## src/rtl/tmr8_pkg.sv

```systemverilog
package tmr8_pkg;
  localparam int CNT_W = 8;
  localparam int PRE_W = 10;
  localparam logic [CNT_W-1:0] CNT_MAX = {CNT_W{1'b1}};

  typedef enum logic [1:0] {
    MODE_WRAP  = 2'b00,
    MODE_PHASE = 2'b01,
    MODE_CLR   = 2'b10,
    MODE_FAST  = 2'b11
  } tmr_mode_e;

  localparam logic [1:0] A_CTL  = 2'd0;
  localparam logic [1:0] A_CNT  = 2'd1;
  localparam logic [1:0] A_CMP  = 2'd2;
  localparam logic [1:0] A_FLAG = 2'd3;

  function automatic logic is_pwm(input tmr_mode_e m);
    return (m == MODE_PHASE) || (m == MODE_FAST);
  endfunction
endpackage

```

## src/rtl/tmr8_prescale.sv

```systemverilog
module tmr8_prescale
  import tmr8_pkg::*;
#(
  parameter int PW = PRE_W
) (
  input  logic       clk,
  input  logic       rst,
  input  logic [2:0] sel,
  output logic       tick
);
  logic [PW-1:0] pre_q;
  logic [PW-1:0] mask;

  function automatic logic [PW-1:0] mask_for(input logic [2:0] s);
    int sh;
    case (s)
      3'd1:    sh = 0;
      3'd2:    sh = 3;
      3'd3:    sh = 5;
      3'd4:    sh = 6;
      3'd5:    sh = 7;
      3'd6:    sh = 8;
      default: sh = 10;
    endcase
    return PW'((64'd1 << sh) - 64'd1);
  endfunction

  always_ff @(posedge clk) begin
    if (rst) pre_q <= '0;
    else     pre_q <= pre_q + 1'b1;
  end

  assign mask = mask_for(sel);
  assign tick = (sel != 3'd0) && ((pre_q & mask) == mask);
endmodule

```

## src/rtl/tmr8_count.sv

```systemverilog
module tmr8_count
  import tmr8_pkg::*;
#(
  parameter int W = CNT_W
) (
  input  logic         clk,
  input  logic         rst,
  input  logic         tick,
  input  tmr_mode_e    mode,
  input  logic         cnt_wr,
  input  logic         cmp_wr,
  input  logic [W-1:0] wdata,
  output logic [W-1:0] cnt_q,
  output logic [W-1:0] shadow_q,
  output logic         match,
  output logic         top_evt,
  output logic         rising
);
  localparam logic [W-1:0] TOPV = {W{1'b1}};

  logic [W-1:0] cnt_d, act_q, act_d, shadow_d;
  logic         blk_q, blk_d, up_q, up_d, pwm;

  assign pwm     = is_pwm(mode);
  assign match   = tick && (cnt_q == act_q) && !blk_q;
  assign top_evt = tick && !cnt_wr && (cnt_q == TOPV);
  assign rising  = up_q;

  always_comb begin
    cnt_d = cnt_q;
    blk_d = blk_q;
    up_d  = up_q;
    if (cnt_wr) begin
      cnt_d = wdata;
      blk_d = 1'b1;
    end else if (tick) begin
      blk_d = 1'b0;
      case (mode)
        MODE_CLR: cnt_d = (cnt_q == act_q) ? '0 : cnt_q + 1'b1;
        MODE_PHASE: begin
          if (up_q) begin
            if (cnt_q == TOPV) begin
              up_d  = 1'b0;
              cnt_d = cnt_q - 1'b1;
            end else cnt_d = cnt_q + 1'b1;
          end else begin
            if (cnt_q == '0) begin
              up_d  = 1'b1;
              cnt_d = cnt_q + 1'b1;
            end else cnt_d = cnt_q - 1'b1;
          end
        end
        default: cnt_d = cnt_q + 1'b1;
      endcase
    end
    if (mode != MODE_PHASE) up_d = 1'b1;
  end

  always_comb begin
    shadow_d = cmp_wr ? wdata : shadow_q;
    act_d    = act_q;
    if (pwm && top_evt)  act_d = shadow_q;
    if (cmp_wr && !pwm)  act_d = wdata;
  end

  always_ff @(posedge clk) begin
    if (rst) begin
      cnt_q    <= '0;
      act_q    <= '0;
      shadow_q <= '0;
      blk_q    <= 1'b0;
      up_q     <= 1'b1;
    end else begin
      cnt_q    <= cnt_d;
      act_q    <= act_d;
      shadow_q <= shadow_d;
      blk_q    <= blk_d;
      up_q     <= up_d;
    end
  end

  assert_cnt_hold_R2: assert property (@(posedge clk) disable iff (rst)
    (!tick && !cnt_wr) |=> $stable(cnt_q))
    else $error("counter moved without a tick");

  assert_clr_wrap_R4: assert property (@(posedge clk) disable iff (rst)
    (tick && !cnt_wr && mode == MODE_CLR && cnt_q == act_q) |=> (cnt_q == '0))
    else $error("clear-on-compare did not return to zero");

  assert_phase_turn_R6: assert property (@(posedge clk) disable iff (rst)
    (top_evt && mode == MODE_PHASE && up_q) |=> (cnt_q == TOPV - 1'b1 && !up_q))
    else $error("phase-correct count failed to turn at top");

  assert_wr_blocks_R11: assert property (@(posedge clk) disable iff (rst)
    cnt_wr |=> !match)
    else $error("match not suppressed after counter write");

  assert_shadow_hold_R7: assert property (@(posedge clk) disable iff (rst)
    (pwm && !top_evt) |=> $stable(act_q))
    else $error("active compare changed away from top in PWM");

  assert_direct_load_R7: assert property (@(posedge clk) disable iff (rst)
    (cmp_wr && !pwm) |=> (act_q == $past(wdata)))
    else $error("non-PWM compare write not applied");
endmodule

```

## src/rtl/tmr8_wave.sv

```systemverilog
module tmr8_wave
  import tmr8_pkg::*;
(
  input  logic      clk,
  input  logic      rst,
  input  tmr_mode_e mode,
  input  logic [1:0] act,
  input  logic      match,
  input  logic      top_evt,
  input  logic      rising,
  input  logic      force_evt,
  input  logic [1:0] force_act,
  input  logic [1:0] pin_act,
  input  logic      pin_pwm,
  output logic      wave_out
);
  logic oc_q, oc_d, conn;

  function automatic logic plain_act(input logic [1:0] a, input logic cur);
    case (a)
      2'b01:   return !cur;
      2'b10:   return 1'b0;
      2'b11:   return 1'b1;
      default: return cur;
    endcase
  endfunction

  always_comb begin
    oc_d = oc_q;
    case (mode)
      MODE_FAST: begin
        if (match && act[1])   oc_d = act[0];
        if (top_evt && act[1]) oc_d = !act[0];
      end
      MODE_PHASE: begin
        if (match && act[1]) oc_d = rising ? act[0] : !act[0];
      end
      default: begin
        if (match) oc_d = plain_act(act, oc_q);
      end
    endcase
    if (force_evt) oc_d = plain_act(force_act, oc_q);
  end

  always_ff @(posedge clk) begin
    if (rst) oc_q <= 1'b0;
    else     oc_q <= oc_d;
  end

  assign conn     = (pin_act != 2'b00) && !(pin_pwm && pin_act == 2'b01);
  assign wave_out = oc_q && conn;

  assert_force_set_R9: assert property (@(posedge clk) disable iff (rst)
    (force_evt && force_act == 2'b11) |=> oc_q)
    else $error("forced set did not reach the pin state");
endmodule

```

## src/rtl/tmr8_cmp.sv

```systemverilog
module tmr8_cmp
  import tmr8_pkg::*;
(
  input  logic       clk,
  input  logic       rst,
  input  logic       wr_en,
  input  logic [1:0] addr,
  input  logic [7:0] wdata,
  output logic [7:0] rdata,
  output logic       wave_out,
  output logic       cmp_flag
);
  logic [6:0]   ctl_q;
  logic [7:0]   cnt, shadow;
  logic         tick, match, top_evt, rising;
  logic         ctl_wr, cnt_wr, cmp_wr, flag_clr, force_evt;
  tmr_mode_e    mode, new_mode;

  assign mode      = tmr_mode_e'({ctl_q[3], ctl_q[6]});
  assign new_mode  = tmr_mode_e'({wdata[3], wdata[6]});
  assign ctl_wr    = wr_en && addr == A_CTL;
  assign cnt_wr    = wr_en && addr == A_CNT;
  assign cmp_wr    = wr_en && addr == A_CMP;
  assign flag_clr  = wr_en && addr == A_FLAG && wdata[0];
  assign force_evt = ctl_wr && wdata[7] && !wdata[6];

  tmr8_prescale #(.PW(PRE_W)) i_pre (
    .clk(clk), .rst(rst), .sel(ctl_q[2:0]), .tick(tick)
  );

  tmr8_count #(.W(CNT_W)) i_cnt (
    .clk(clk), .rst(rst), .tick(tick), .mode(mode),
    .cnt_wr(cnt_wr), .cmp_wr(cmp_wr), .wdata(wdata),
    .cnt_q(cnt), .shadow_q(shadow), .match(match),
    .top_evt(top_evt), .rising(rising)
  );

  logic pin_pwm;
  assign pin_pwm = is_pwm(mode);

  tmr8_wave i_wave (
    .clk(clk), .rst(rst), .mode(mode), .act(ctl_q[5:4]),
    .match(match), .top_evt(top_evt), .rising(rising),
    .force_evt(force_evt), .force_act(wdata[5:4]),
    .pin_act(ctl_q[5:4]), .pin_pwm(pin_pwm), .wave_out(wave_out)
  );

  always_ff @(posedge clk) begin
    if (rst) begin
      ctl_q    <= '0;
      cmp_flag <= 1'b0;
      rdata    <= '0;
    end else begin
      if (ctl_wr) ctl_q <= wdata[6:0];
      if (match)         cmp_flag <= 1'b1;
      else if (flag_clr) cmp_flag <= 1'b0;
      case (addr)
        A_CTL:   rdata <= {1'b0, ctl_q};
        A_CNT:   rdata <= cnt;
        A_CMP:   rdata <= shadow;
        default: rdata <= {7'b0, cmp_flag};
      endcase
    end
  end

  logic unused_mode;
  assign unused_mode = ^new_mode;

  assert_force_noflag_R9: assert property (@(posedge clk) disable iff (rst)
    (force_evt && !match && !flag_clr) |=> (cmp_flag == $past(cmp_flag)))
    else $error("forced compare touched the flag");

  assert_flag_clear_R12: assert property (@(posedge clk) disable iff (rst)
    (flag_clr && !match) |=> !cmp_flag)
    else $error("flag not cleared");

  assert_match_sets_R3: assert property (@(posedge clk) disable iff (rst)
    match |=> cmp_flag)
    else $error("match did not set flag");
endmodule

```

## config.mk

```make
export PLATFORM = sky130hd
export DESIGN_NAME = tmr8_cmp
export DESIGN_NICKNAME = d
export VERILOG_FILES = /design/src/rtl/tmr8_pkg.sv /design/src/rtl/tmr8_prescale.sv /design/src/rtl/tmr8_count.sv /design/src/rtl/tmr8_wave.sv /design/src/rtl/tmr8_cmp.sv
export SDC_FILE = /design/constraint.sdc
export NUM_CORES = 1
export LEC_CHECK = 0
export BUFFER_PORTS_ARGS = -buffer_cell sky130_fd_sc_hd__buf_2
export CORE_MARGIN = 1.5
export CORE_UTILIZATION = 25
export CTS_CLUSTER_SIZE = 25
export DETAILED_ROUTE_END_ITERATION = 12
export HOLD_SLACK_MARGIN = 0.06
export PLACE_DENSITY = 0.43
export SYNTH_ARGS = -nofsm -noshare
export SYNTH_HDL_FRONTEND = slang
export SYNTH_HIERARCHICAL = 1
export SYNTH_SLANG_ARGS = --single-unit
```

## constraint.sdc

```tcl
create_clock -name clk -period 3.3 [get_ports clk]
set_input_delay 0.33 -clock clk [delete_from_list [all_inputs] [get_ports clk]]
set_output_delay 0.33 -clock clk [all_outputs]
set_load 0.01 [all_outputs]
```

# Word-level counts from Yosys, hierarchy flattened
# Cells that the tools add are included.
# op_classes
reduce_logical	39
shift	1
muxes	27
add_sub_neg	4
bitwise_logic	2
eq_ne	25
# op_table
cell	count
$mux 8	8
$pmux 4 s6	1
$pmux 8 s3	1
$logic_and 1x1->1	19
$eq 2x2->1 const B	8
$pmux 8 s2	1
$mux 1	13
$add 10x1->10 const B	1
$and 10x10->10	1
$eq 10x10->1	1
$shl 1x4->10 const A	1
$sub 10x1->10 const B	1
$eq 3x3->1 const B	3
$add 8x1->8 const B	1
$eq 2x1->1 const B	4
$eq 8x8->1	1
$eq 8x8->1 const B	1
$logic_not 8->1	1
$reduce_bool 2->1	4
$sub 8x1->8 const B	1
$logic_not 1->1	7
$eq 3x2->1 const B	2
$pmux 1 s3	2
$reduce_bool 6->1	1
other kinds (14)	14
# word_totals
output_inout_bits	10
input_bits	13
ff_bits	53

# Logic depth before layout (Yosys ltp)
# Gate-level depths: netlist (run 1).
# logic_depth
depth_word	14
mapped_depth	13
ltp_nobuf	13

# Modules after synthesis
# The synthesis (run 1) kept the hierarchy.
# by_module_without_submodules
mod	cells_each	area_each_um2	seq_area_each_um2	n_inst
tmr8_count	200	1636.6	520.5	1
tmr8_cmp	73	749.5	320.3	1
tmr8_prescale	64	541.8	200.2	1
tmr8_wave	24	182.7	20.0	1

# Worst setup path before layout (run 1)
# OpenSTA, ideal clock, no wires.
# synth_path
kind	flip-flop to flip-flop
start	register ctl_q[2]
end	register i_wave.oc_q
period_less_slack_ns	2.821
t_arrival_ns	2.733
stages_incl_launch_ff	12
n_path_buf	0
slack_ns	0.479
cell_sequence	dfxtp_1 > and2b_1 > nand2_1 > ha_1 > a21oi_1 > o221ai_2 > a2111oi_2 > nand2b_1 > nor3_1 > a41oi_1 > a211o_1 > o32ai_2
# synth_between
elab_chain_len	13
elab_cells_between_ends	26
cone_classes	add/sub: 1; eq/ne: 9; shift: 1; mux: 4; bitwise: 1; reduce/logical: 10
# synth_lines
item	line_no	source
start: declaration	tmr8_cmp.sv:13	logic [6:0] ctl_q;
start signal: assignment	tmr8_cmp.sv:54	if (ctl_wr) ctl_q <= wdata[6:0];
$eq 3x3->1, or another cell as far along	tmr8_prescale.sv:16	case (s)
$pmux 4 s6	tmr8_prescale.sv:16	
$shl 1x4->10	tmr8_prescale.sv:25	return PW'((64'd1 << sh) - 64'd1);
$sub 10x1->10	tmr8_prescale.sv:25	
$and 10x10->10	tmr8_prescale.sv:34	assign tick = (sel != 3'd0) && ((pre_q & mask) == mask);
$eq 10x10->1	tmr8_prescale.sv:34	
$logic_and 1x1->1 (*)	tmr8_prescale.sv:34	
via tick	tmr8_cmp.sv:15	logic tick, match, top_evt, rising;
$logic_and 1x1->1 (*) (2 in series)	tmr8_count.sv:26	assign top_evt = tick && !cnt_wr && (cnt_q == TOPV);
via top_evt	tmr8_cmp.sv:15	
$logic_and 1x1->1 (*)	tmr8_wave.sv:33	if (top_evt && act[1]) oc_d = !act[0];
$mux 1	tmr8_wave.sv:33	
$pmux 1 s2	tmr8_wave.sv:30	case (mode)
$mux 1	tmr8_wave.sv:42	if (force_evt) oc_d = plain_act(force_act, oc_q);
end signal: assignment	tmr8_wave.sv:46	if (rst) oc_q <= 1'b0;
end signal: assignment	tmr8_wave.sv:47	else oc_q <= oc_d;
end: declaration	tmr8_wave.sv:17	logic oc_q, oc_d, conn;
# Mark *: on every way through the listed nets, which the timed path passes. The rest lies on a longest branch.
# A chain may end at the register's enable or synchronous reset.

# Final worst setup path (run 1)
# Same ends and word-level chain as after synthesis.

==> key figures, run 1 <==
Status
  • Outcome: finished, final reports clean

Worst setup path
  • FF-to-FF End: i_wave/oc_q
  • CP arrival: 3230 ps
  • RR Startpoint: ctl_q[2]
  • Reg2reg setup slack: 290 ps
  • CP Capture Type: flop
  • Crit-path max FO: 5
  • FF-to-FF path depth: 11
  • Worst Path Required: 3520 ps
  • Startpoint Class: flop
  • Setup CP Type: flop to flop

Min path
  • Hold Path Class: input pin to flop
  • WHS Path Cells: 3
  • Hold_sp: wdata[7]
  • Hold EP: i_cnt/shadow_q[7]

Die
  • Total die area: 13,100 µm²
  • Die Y: 115 µm
  • Die W: 115 µm
  • Number of top-level pins: 23
  • Starting Density: 25.8%
  • Core Area: 12,100 µm²
  • Row cnt: 40

Global routing
  • Total track usage: 13.1%
  • First-pass GRT wire length: 13,200 µm
  • Initial antenna violation count: 0
  • Largest net degree at the start of global routing: 36
  • Grt total ovfl: 0
  • Vias in the first global route: 2,440

Job
  • Max-Cap Viols: 0

Logic synthesis
  • Synth warn: 6
  • Asr flop ratio synth: 0%
  • Synth unique cells: 61
  • Synthesized net count: 383
  • Post-synthesis cell count: 361
  • Post-synthesis register bit count: 53
  • Sequential fraction of the synthesis area: 34.1%
  • Post-synth EDFFs: 0
  • Ys flop type: dfxtp_1
  • Synthesized cell area: 3110 µm²
  • Avg Inst Size Synth: 8.62 µm²

Detailed routing
  • Wire per inst: 15.1 µm
  • DR DRC count: 0
  • Routed vias: 2,591
  • Vias per cell: 4.73
  • Post-route ant nets: 0
  • Pre-Repair DR Iteration Count: 4
  • Initial DRC Count: 122
  • Routed WL: 8300 µm

Layout
  • Most common cell after layout, fill and taps aside: dfxtp_1
  • Commonest non-fill, non-tap cells in the layout: 53 x dfxtp_1, 47 x nor2_1, 26 x nand2_1, 22 x buf_2, 17 x xor2_1
  • Multi-input logic area: 1880 µm²
  • Final Util: 29.6%
  • Finished Layout Cells: 548
  • Fillers: 1,277
  • Number of inserted diodes: 0
  • Share of cells above drive strength 1: 14.5%
  • # nets final: 401
  • Seq. cell area: 1060 µm²
  • Area grow syn2layout: 14.7%

STA
  • Slew Limit Headroom: 59.9%
  • Post-route minimum period: 3010 ps
  • Skew final: 5.59 ps
  • Final hold vios: 0
  • Fin. max-slew vios: 0
  • Setup TNS: 0 ps
  • Fin crit share: 91.3%
  • Final Setup Violations: 0
  • Worst hold slack: 359 ps
  • Fmax achieved: 0.332 GHz
  • Worst-Margin Slew: 601 ps
  • Unrepaired setup endpoints after global routing: no

Clocking
  • Total CTS buffers: 5
  • Hold_buf cts: 0
  • Clk sinks: 53
  • Max Buffers Root-to-Sink: 2
  • Clk pin slew, worst setup/hold paths: 70 ps
  • Post_cts resized: 0
  • Post-CTS setup buffer count: 0
  • H-tree depth: 2
  • TritonCTS clock tree: built
  • Root Driver: clkbuf_16
  • Clk_lat worst skew: 300 ps

Placed design
  • Placed instance count: 540
  • DP HPWL: 5850 µm
  • PortBufs: 22
  • RePlAce Congestion: 0.793

Pwr
  • Power Dens Cells: 430 nW/µm²
  • Overall power: 1530 µW
  • Maximum vdd drop: 0.257 mV
  • Pleak: 0.00137 µW
==> flip-flops by register name, summed over array words and instances (netlist names), 7 cells and up <==
register	cells
ctl_q	7
i_cnt/act_q	8
i_cnt/cnt_q	8
i_cnt/shadow_q	8
i_pre/pre_q	10
rdata	8
==> cell families after synthesis <==
family | synth area share, %
AO/OA/AOI/OAI | 16.7
XOR/XNOR | 8.45
adder cells (fa/ha/maj) | 3.62
buffers and inverters | 5.59
flip-flops | 34.1
multiplexers | 5.91
other | 0.121
AND/OR/NAND/NOR | 25.5
==> synth_stat cells (all sizes together) (2+ instances only) <==
master / number / area, µm²
o221ai: 6 / 58.8
nand3: 13 / 65.1
dfxtp: 53 / 1060
and2b: 5 / 37.5
and3: 8 / 50.1
xor2: 17 / 149
and2: 2 / 12.5
xnor2: 13 / 114
o21ai: 11 / 55.1
a21oi: 17 / 88.8
nor2b: 5 / 38.8
nor2: 47 / 176
buf: 10 / 87.6
nor3b: 4 / 40.0
nor4b: 2 / 17.5
or4: 2 / 15.0
clkbuf: 11 / 41.3
nor3: 4 / 20.0
a31oi: 2 / 12.5
a2111oi: 2 / 23.8
and3b: 3 / 26.3
nor4: 7 / 71.3
nand3b: 2 / 15.0
nand4: 3 / 25.0
a211oi: 14 / 105
ha: 9 / 113
nand2b: 10 / 62.6
mux2i: 15 / 150
a22oi: 9 / 67.6
a21o: 2 / 16.3
nand2: 26 / 97.6
inv: 12 / 45.0
==> through the flow <==
stage,worst slack [ps],cell area [µm²]
floorplan,479,3110
global placement,401,3380
detailed placement,307,3380
CTS,270,3570
global route,9.22,3570
finish,289,3570
==> report_power, final <==
part | leakage (µW) | internal (µW) | switching [µW]
sequential | 0.000431 | 660 | 24.7
clock | 0.0000938 | 434 | 250
combinational | 0.000847 | 67.3 | 98.4
==> worst max-delay path, stage by stage, from the launching register on <==
cell,delay (ps)
dfxtp_1,310
and2b_1,210
nand2_1,100
ha_1,270
a21oi_1,190
o221ai_2,110
a2111oi_2,410
nand2b_1,220
nor3_1,450
a41oi_1,210
a211o_1,340
o32ai_2,110
==> metal layers <==
metal  wire length, µm  vias to the layer above  global-route usage (%)
met1              4170                     1236                    18.1
met2              3760                       39                    20.8
li1                  -                     1310                       -
met3               261                        6                    2.12
met5                 0                        -                       0
met4               111                        0                    4.00
==> worst max path at each step <==
stage                   from     endpoint  slack (ps)
floorplan           ctl_q[2]  i_wave/oc_q         480
global placement    ctl_q[2]  i_wave/oc_q         400
detailed placement  ctl_q[2]  i_wave/oc_q         310
CTS                 ctl_q[2]  i_wave/oc_q         270
global route        ctl_q[2]  i_wave/oc_q           9
finish              ctl_q[2]  i_wave/oc_q         290
==> cell type report <==
| type | instances | area share (%) |
|---|---|---|
| multi-input cells | 275 | 52.6 |
| flip-flops and latches | 53 | 29.7 |
| well taps | 168 | 5.89 |
| repair buffers | 32 | 5.19 |
| clock buffers | 5 | 3.51 |
| clock inverters | 3 | 1.82 |
| inverters | 12 | 1.26 |
No activity file was read; power rests on OpenSTA's default activity.
==> inputs of run 2 (changes only) <==
--- a/config.mk
+++ b/config.mk
@@ -6,12 +6,14 @@
 export NUM_CORES = 1
 export LEC_CHECK = 0
 export BUFFER_PORTS_ARGS = -buffer_cell sky130_fd_sc_hd__buf_2
+export CELL_PAD_IN_SITES_DETAIL_PLACEMENT = 0
+export CELL_PAD_IN_SITES_GLOBAL_PLACEMENT = 1
 export CORE_MARGIN = 1.5
 export CORE_UTILIZATION = 25
 export CTS_CLUSTER_SIZE = 25
 export DETAILED_ROUTE_END_ITERATION = 12
 export HOLD_SLACK_MARGIN = 0.06
-export PLACE_DENSITY = 0.43
+export PLACE_DENSITY = 0.52
 export SYNTH_ARGS = -nofsm -noshare
 export SYNTH_HDL_FRONTEND = slang
 export SYNTH_HIERARCHICAL = 1
==> run 2 against run 1 <==
  * Power down 4.5%
  * Critical path depth up 1
  * Worst setup slack worse by 25 ps
  * Sequential power about the same
  * Worst hold slack worse by 23 ps
  * Fmax down 0.83%
  * First-iteration DRC count unchanged
  * Largest power group unchanged
==> key figures, run 2 (synthesized netlist as in run 1, its figures left out) <==
Clocking
  • Clk_lat worst skew: 290 ps (was 300 ps)
  • Clk sinks: 53 (unchanged)
  • H-tree depth: 2 (unchanged)
  • Hold_buf cts: 0 (unchanged)
  • TritonCTS clock tree: built (unchanged)
  • Total CTS buffers: 5 (unchanged)
  • Clk pin slew, worst setup/hold paths: 70 ps (about the same)
  • Post-CTS setup buffer count: 0 (unchanged)
  • Root Driver: clkbuf_16 (unchanged)
  • Post_cts resized: 0 (unchanged)
  • Max Buffers Root-to-Sink: 2 (unchanged)

STA
  • Fin. max-slew vios: 0 (unchanged)
  • Unrepaired setup endpoints after global routing: no (unchanged)
  • Skew final: 3.64 ps (was 5.59 ps)
  • Worst-Margin Slew: 624 ps (was 601 ps)
  • Fmax achieved: 0.329 GHz (was 0.332 GHz)
  • Setup TNS: 0 ps (unchanged)
  • Slew Limit Headroom: 58.4% (was 59.9%)
  • Fin crit share: 92.0% (was 91.3%)
  • Post-route minimum period: 3040 ps (was 3010 ps)
  • Final Setup Violations: 0 (unchanged)
  • Final hold vios: 0 (unchanged)

Pwr
  • Power Dens Cells: 411 nW/µm² (was 430 nW/µm²)
  • Maximum vdd drop: 0.165 mV (was 0.257 mV)
  • Pleak: 0.00137 µW (about the same)
  • Overall power: 1460 µW (was 1530 µW)

Layout
  • Share of cells above drive strength 1: 14.2% (was 14.5%)
  • Max reg flops: 10 (unchanged)
  • Finished Layout Cells: 547 (was 548)
  • Commonest non-fill, non-tap cells in the layout: 53 x dfxtp_1, 47 x nor2_1, 26 x nand2_1, 22 x buf_2, 17 x xor2_1 (unchanged)
  • Fillers: 1,295 (was 1,277)
  • # nets final: 400 (was 401)
  • Most common cell after layout, fill and taps aside: dfxtp_1 (unchanged)
  • Number of inserted diodes: 0 (unchanged)
  • Biggest register: i_pre/pre_q (unchanged)
  • Finished Cell Area: 3560 µm² (was 3570 µm²)
  • Area grow syn2layout: 14.5% (was 14.7%)

Die
  • Number of top-level pins: 23 (unchanged)
  • Die W: 115 µm (unchanged)
  • Core Area: 12,100 µm² (unchanged)
  • Row cnt: 40 (unchanged)
  • Die Y: 115 µm (unchanged)
  • Starting Density: 25.8% (unchanged)
  • Total die area: 13,100 µm² (unchanged)

Worst setup path
  • Setup CP Type: flop to flop (unchanged)
  • Crit-path max FO: 12 (was 5)
  • Startpoint Class: flop (unchanged)
  • CP arrival: 3250 ps (was 3230 ps)
  • CP Capture Type: flop (unchanged)
  • Worst Path Required: 3510 ps (was 3520 ps)

Detailed routing
  • Wire per inst: 16.1 µm (was 15.1 µm)
  • Initial DRC Count: 122 (unchanged)
  • Routed vias: 2,634 (was 2,591)
  • Max Used Layer: met4 (unchanged)
  • WL met3: 252 µm (was 261 µm)
  • Routed WL: 8790 µm (was 8300 µm)
  • DR DRC count: 0 (unchanged)
  • Post-route ant nets: 0 (unchanged)
  • Met2 WL post-DR: 3870 µm (was 3760 µm)
  • Pre-Repair DR Iteration Count: 4 (unchanged)
  • M1 WL: 4580 µm (was 4170 µm)
  • Vias per cell: 4.82 (was 4.73)

Placed design
  • DP HPWL: 6150 µm (was 5850 µm)
  • RePlAce Congestion: 0.747 (was 0.793)
  • Placed instance area: 3370 µm² (was 3380 µm²)
  • PortBufs: 22 (unchanged)
  • Placed instance count: 539 (was 540)

Job
  • Max-Cap Viols: 0 (unchanged)

Global routing
  • Grt total ovfl: 0 (unchanged)
  • First-pass GRT wire length: 14,100 µm (was 13,200 µm)
  • Initial antenna violation count: 0 (unchanged)
  • Total track usage: 14.0% (was 13.1%)
  • Vias in the first global route: 2,535 (was 2,440)
  • Largest net degree at the start of global routing: 40 (was 36)

Min path
  • Hold Path Class: input pin to flop (unchanged)

Status
  • Outcome: finished, final reports clean (unchanged)
[run 2: cell types whose count changed in the layout (fill, tap and decap cells not counted)]
cell	change
a2111oi_2	-1
a2111oi_4	+1
buf_4	-1
bufinv_16	-1
clkbuf_1	+1
clkinv_2	-1
clkinv_4	+1
nor3_1	-1
nor3_4	+1
[run 2: through the flow]
| step | util [%] | hold WS, ps | setup WS (ps) |
|---|---|---|---|
| after floorplan | - | 394 | 479 |
| after global placement | 27.9 | 456 | 263 |
| after detailed placement | 27.9 | 460 | 118 |
| after CTS | 29.3 | 333 | 100 |
| after global routing | 29.5 | 344 | 40.4 |
| final | 29.5 | 336 | 263 |
[run 2: cell type report]
| type | count | area, µm² | share of cell area (%) |
|---|---|---|---|
| clock inverters | 2 | 38.8 | 1.09 |
| flip-flops and latches | 53 | 1060 | 29.8 |
| inverters | 12 | 45.0 | 1.26 |
| clock buffers | 6 | 129 | 3.62 |
| multi-input cells | 275 | 1900 | 53.3 |
| repair buffers | 31 | 178 | 4.99 |
| well taps | 168 | 210 | 5.90 |
[run 2: worst paths after layout]
path | start | end | slack, ps | cells after the start
max | ctl_q[2] | i_wave/oc_q | 260 | 12
min | rst | ctl_q[4] | 340 | 2
max reg2reg | ctl_q[2] | i_wave/oc_q | 260 | 12
min reg2reg | i_cnt/act_q[0] | i_cnt/act_q[0] | 470 | 2
[run 2: routing by layer]
layer | track usage (%) | vias to the layer above
met3 | 2.22 | 7
met4 | 3.92 | 0
li1 | - | 1315
met2 | 21.5 | 43
met1 | 20.2 | 1269
met5 | 0 | -
[run 2: report_power, final]
group | switching, µW | total (µW) | internal (µW) | leakage [µW]
Clock | 249 | 609 | 360 | 0.0000810
Combinational | 103 | 170 | 66.9 | 0.000859
Sequential | 24.9 | 685 | 660 | 0.000431
Total | 377 | 1460 | 1090 | 0.00137
[run 2: worst max-delay path, stage by stage (launching register included)]
cell and delay (ps):
dfxtp_1 370, and2b_1 240, nand2_1 110, ha_1 280
a21oi_1 210, o221ai_2 140, a2111oi_4 380, buf_4 260
inv_1 90, nor3_1 290, o21ai_0 180, a211o_1 290
o32ai_2 110
==> inputs of run 3 (changes only) <==
--- a/config.mk
+++ b/config.mk
@@ -6,7 +6,7 @@
 export NUM_CORES = 1
 export LEC_CHECK = 0
 export BUFFER_PORTS_ARGS = -buffer_cell sky130_fd_sc_hd__buf_2
-export CELL_PAD_IN_SITES_DETAIL_PLACEMENT = 0
+export CELL_PAD_IN_SITES_DETAIL_PLACEMENT = 1
 export CELL_PAD_IN_SITES_GLOBAL_PLACEMENT = 1
 export CORE_MARGIN = 1.5
 export CORE_UTILIZATION = 25
==> run 3 against run 2 <==
  * Routed wire length grew 5.7%
  * Via count grew 0.27%
  * Clock skew is 4.3 ps higher
  * Final cell count decreased by 0.18%
  * Critical path type unchanged
  * Largest cell class unchanged
==> key figures, run 3 (synthesized netlist as in run 1, its figures left out) <==
Layout
  • Number of inserted diodes: 0 (unchanged)
  • Max reg flops: 10 (unchanged)
  • Biggest register: i_pre/pre_q (unchanged)
  • Commonest non-fill, non-tap cells in the layout: 53 x dfxtp_1, 47 x nor2_1, 26 x nand2_1, 22 x buf_2, 17 x xor2_1 (unchanged)
  • Share of cells above drive strength 1: 14.3% (was 14.2%)
  • # nets final: 400 (unchanged)
  • Most common cell after layout, fill and taps aside: dfxtp_1 (unchanged)
  • Area grow syn2layout: 13.9% (was 14.5%)
  • Fillers: 1,419 (was 1,295)

Detailed routing
  • DR DRC count: 0 (unchanged)
  • Pre-Repair DR Iteration Count: 4 (unchanged)
  • Routed vias: 2,641 (was 2,634)
  • Initial DRC Count: 114 (was 122)
  • Vias per cell: 4.84 (was 4.82)
  • Post-route ant nets: 0 (unchanged)
  • Wire per inst: 17.0 µm (was 16.1 µm)
  • Routed WL: 9290 µm (was 8790 µm)

Global routing
  • First-pass GRT wire length: 15,100 µm (was 14,100 µm)
  • Largest net degree at the start of global routing: 40 (unchanged)
  • Vias in the first global route: 2,703 (was 2,535)
  • Grt total ovfl: 0 (unchanged)
  • Total track usage: 14.9% (was 14.0%)
  • Initial antenna violation count: 0 (unchanged)

Status
  • Outcome: finished, final reports clean (unchanged)

STA
  • Fin crit share: 94.1% (was 92.0%)
  • Fin. max-slew vios: 0 (unchanged)
  • Worst-Margin Slew: 627 ps (was 624 ps)
  • Slew Limit Headroom: 58.1% (was 58.4%)
  • Final Setup Violations: 0 (unchanged)
  • Final hold vios: 0 (unchanged)
  • Fmax achieved: 0.322 GHz (was 0.329 GHz)
  • Unrepaired setup endpoints after global routing: no (unchanged)
  • Post-route minimum period: 3110 ps (was 3040 ps)
  • Setup TNS: 0 ps (unchanged)
  • Skew final: 7.94 ps (was 3.64 ps)

Pwr
  • Maximum vdd drop: 0.175 mV (was 0.165 mV)
  • Power Dens Cells: 394 nW/µm² (was 411 nW/µm²)
  • Overall power: 1400 µW (was 1460 µW)
  • Pleak: 0.00136 µW (was 0.00137 µW)

Die
  • Die Y: 115 µm (unchanged)
  • Total die area: 13,100 µm² (unchanged)
  • Number of top-level pins: 23 (unchanged)
  • Starting Density: 25.8% (unchanged)
  • Core Area: 12,100 µm² (unchanged)
  • Die W: 115 µm (unchanged)
  • Row cnt: 40 (unchanged)

Placed design
  • DP HPWL: 6630 µm (was 6150 µm)
  • PortBufs: 22 (unchanged)
  • RePlAce Congestion: 0.747 (unchanged)

Worst setup path
  • CP Capture Type: flop (unchanged)
  • CP arrival: 3320 ps (was 3250 ps)
  • Setup CP Type: flop to flop (unchanged)
  • Worst Path Required: 3510 ps (about the same)
  • Crit-path max FO: 8 (was 12)
  • Startpoint Class: flop (unchanged)

Clocking
  • Max Buffers Root-to-Sink: 2 (unchanged)
  • Clk_lat worst skew: 300 ps (was 290 ps)
  • Total CTS buffers: 5 (unchanged)
  • Clk pin slew, worst setup/hold paths: 70 ps (about the same)
  • Root Driver: clkbuf_16 (unchanged)
  • TritonCTS clock tree: built (unchanged)
  • Post-CTS setup buffer count: 0 (unchanged)
  • Hold_buf cts: 0 (unchanged)
  • Clk sinks: 53 (unchanged)
  • H-tree depth: 2 (unchanged)

Job
  • Max-Cap Viols: 0 (unchanged)

Min path
  • Hold Path Class: input pin to flop (unchanged)
run 3: cell types whose count changed in the layout (fill, tap and decap cells not counted), sizes merged:
| cell | change |
|---|---|
| bufinv | -1 |
| clkinv | -1 |
| clkinvlp | +1 |
run 3: through the flow:
step                      instances  util (%)  instance area, µm²  hold WS [ps]  worst slack (ps)
after floorplan                 361         -                3110           394               479
after global placement          539      27.9                3370           456               263
after detailed placement        539      27.9                3370           469              59.6
after CTS                       546      29.1                3520           337              33.2
after global routing            546      29.4                3540           356              13.7
final                           546      29.4                3540           338               195
run 3: critical path, cell delays in order (launching register included):
cell	delay (ps)
dfxtp_1	370
and2b_1	240
nand2_1	110
ha_1	290
a21oi_1	220
o221ai_2	140
a2111oi_4	450
nand2b_1	280
nor3_4	300
a41oi_1	170
a211o_1	340
o32ai_2	110
run 3: final timing paths:
kind,start,to,slack (ps),cells past startpoint
max,ctl_q[2],i_wave/oc_q,190,11
min reg2reg,i_cnt/act_q[3],i_cnt/act_q[3],480,2
min,rst,ctl_q[4],340,2
max reg2reg,ctl_q[2],i_wave/oc_q,190,11
run 3: layout make-up:
cell class | count | area [µm²] | share of cell area [%]
flip-flops and latches | 53 | 1060 | 29.9
well taps | 168 | 210 | 5.93
clock buffers | 6 | 139 | 3.92
repair buffers | 31 | 181 | 5.12
clock inverters | 1 | 7.51 | 0.212
inverters | 12 | 45.0 | 1.27
multi-input cells | 275 | 1900 | 53.6
run 3: power breakdown:
| group | internal (µW) | switching (µW) | total [µW] |
|---|---|---|---|
| registers | 660 | 25.1 | 685 |
| logic | 66.9 | 104 | 171 |
| clock network | 298 | 243 | 541 |
| total | 1030 | 372 | 1400 |
run 3: timing repair:
| item | 4_1_cts | 5_1_grt |
|---|---|---|
| gates resized for setup | 0 | 4 |
| hold endpoints to repair | 0 | 0 |
| endpoints found under the setup margin | 0 | 1 |
run 3: metal layers:
metal | vias to the layer above | GRT usage (%) | wire, µm | part of all wire (%)
li1 | 1304 | - | - | -
met2 | 21 | 23.7 | 4220 | 45
met5 | - | 0 | 0 | 0
met4 | 0 | 4.33 | 98 | 1.1
met3 | 8 | 2.12 | 137 | 1.5
met1 | 1308 | 21.0 | 4830 | 52
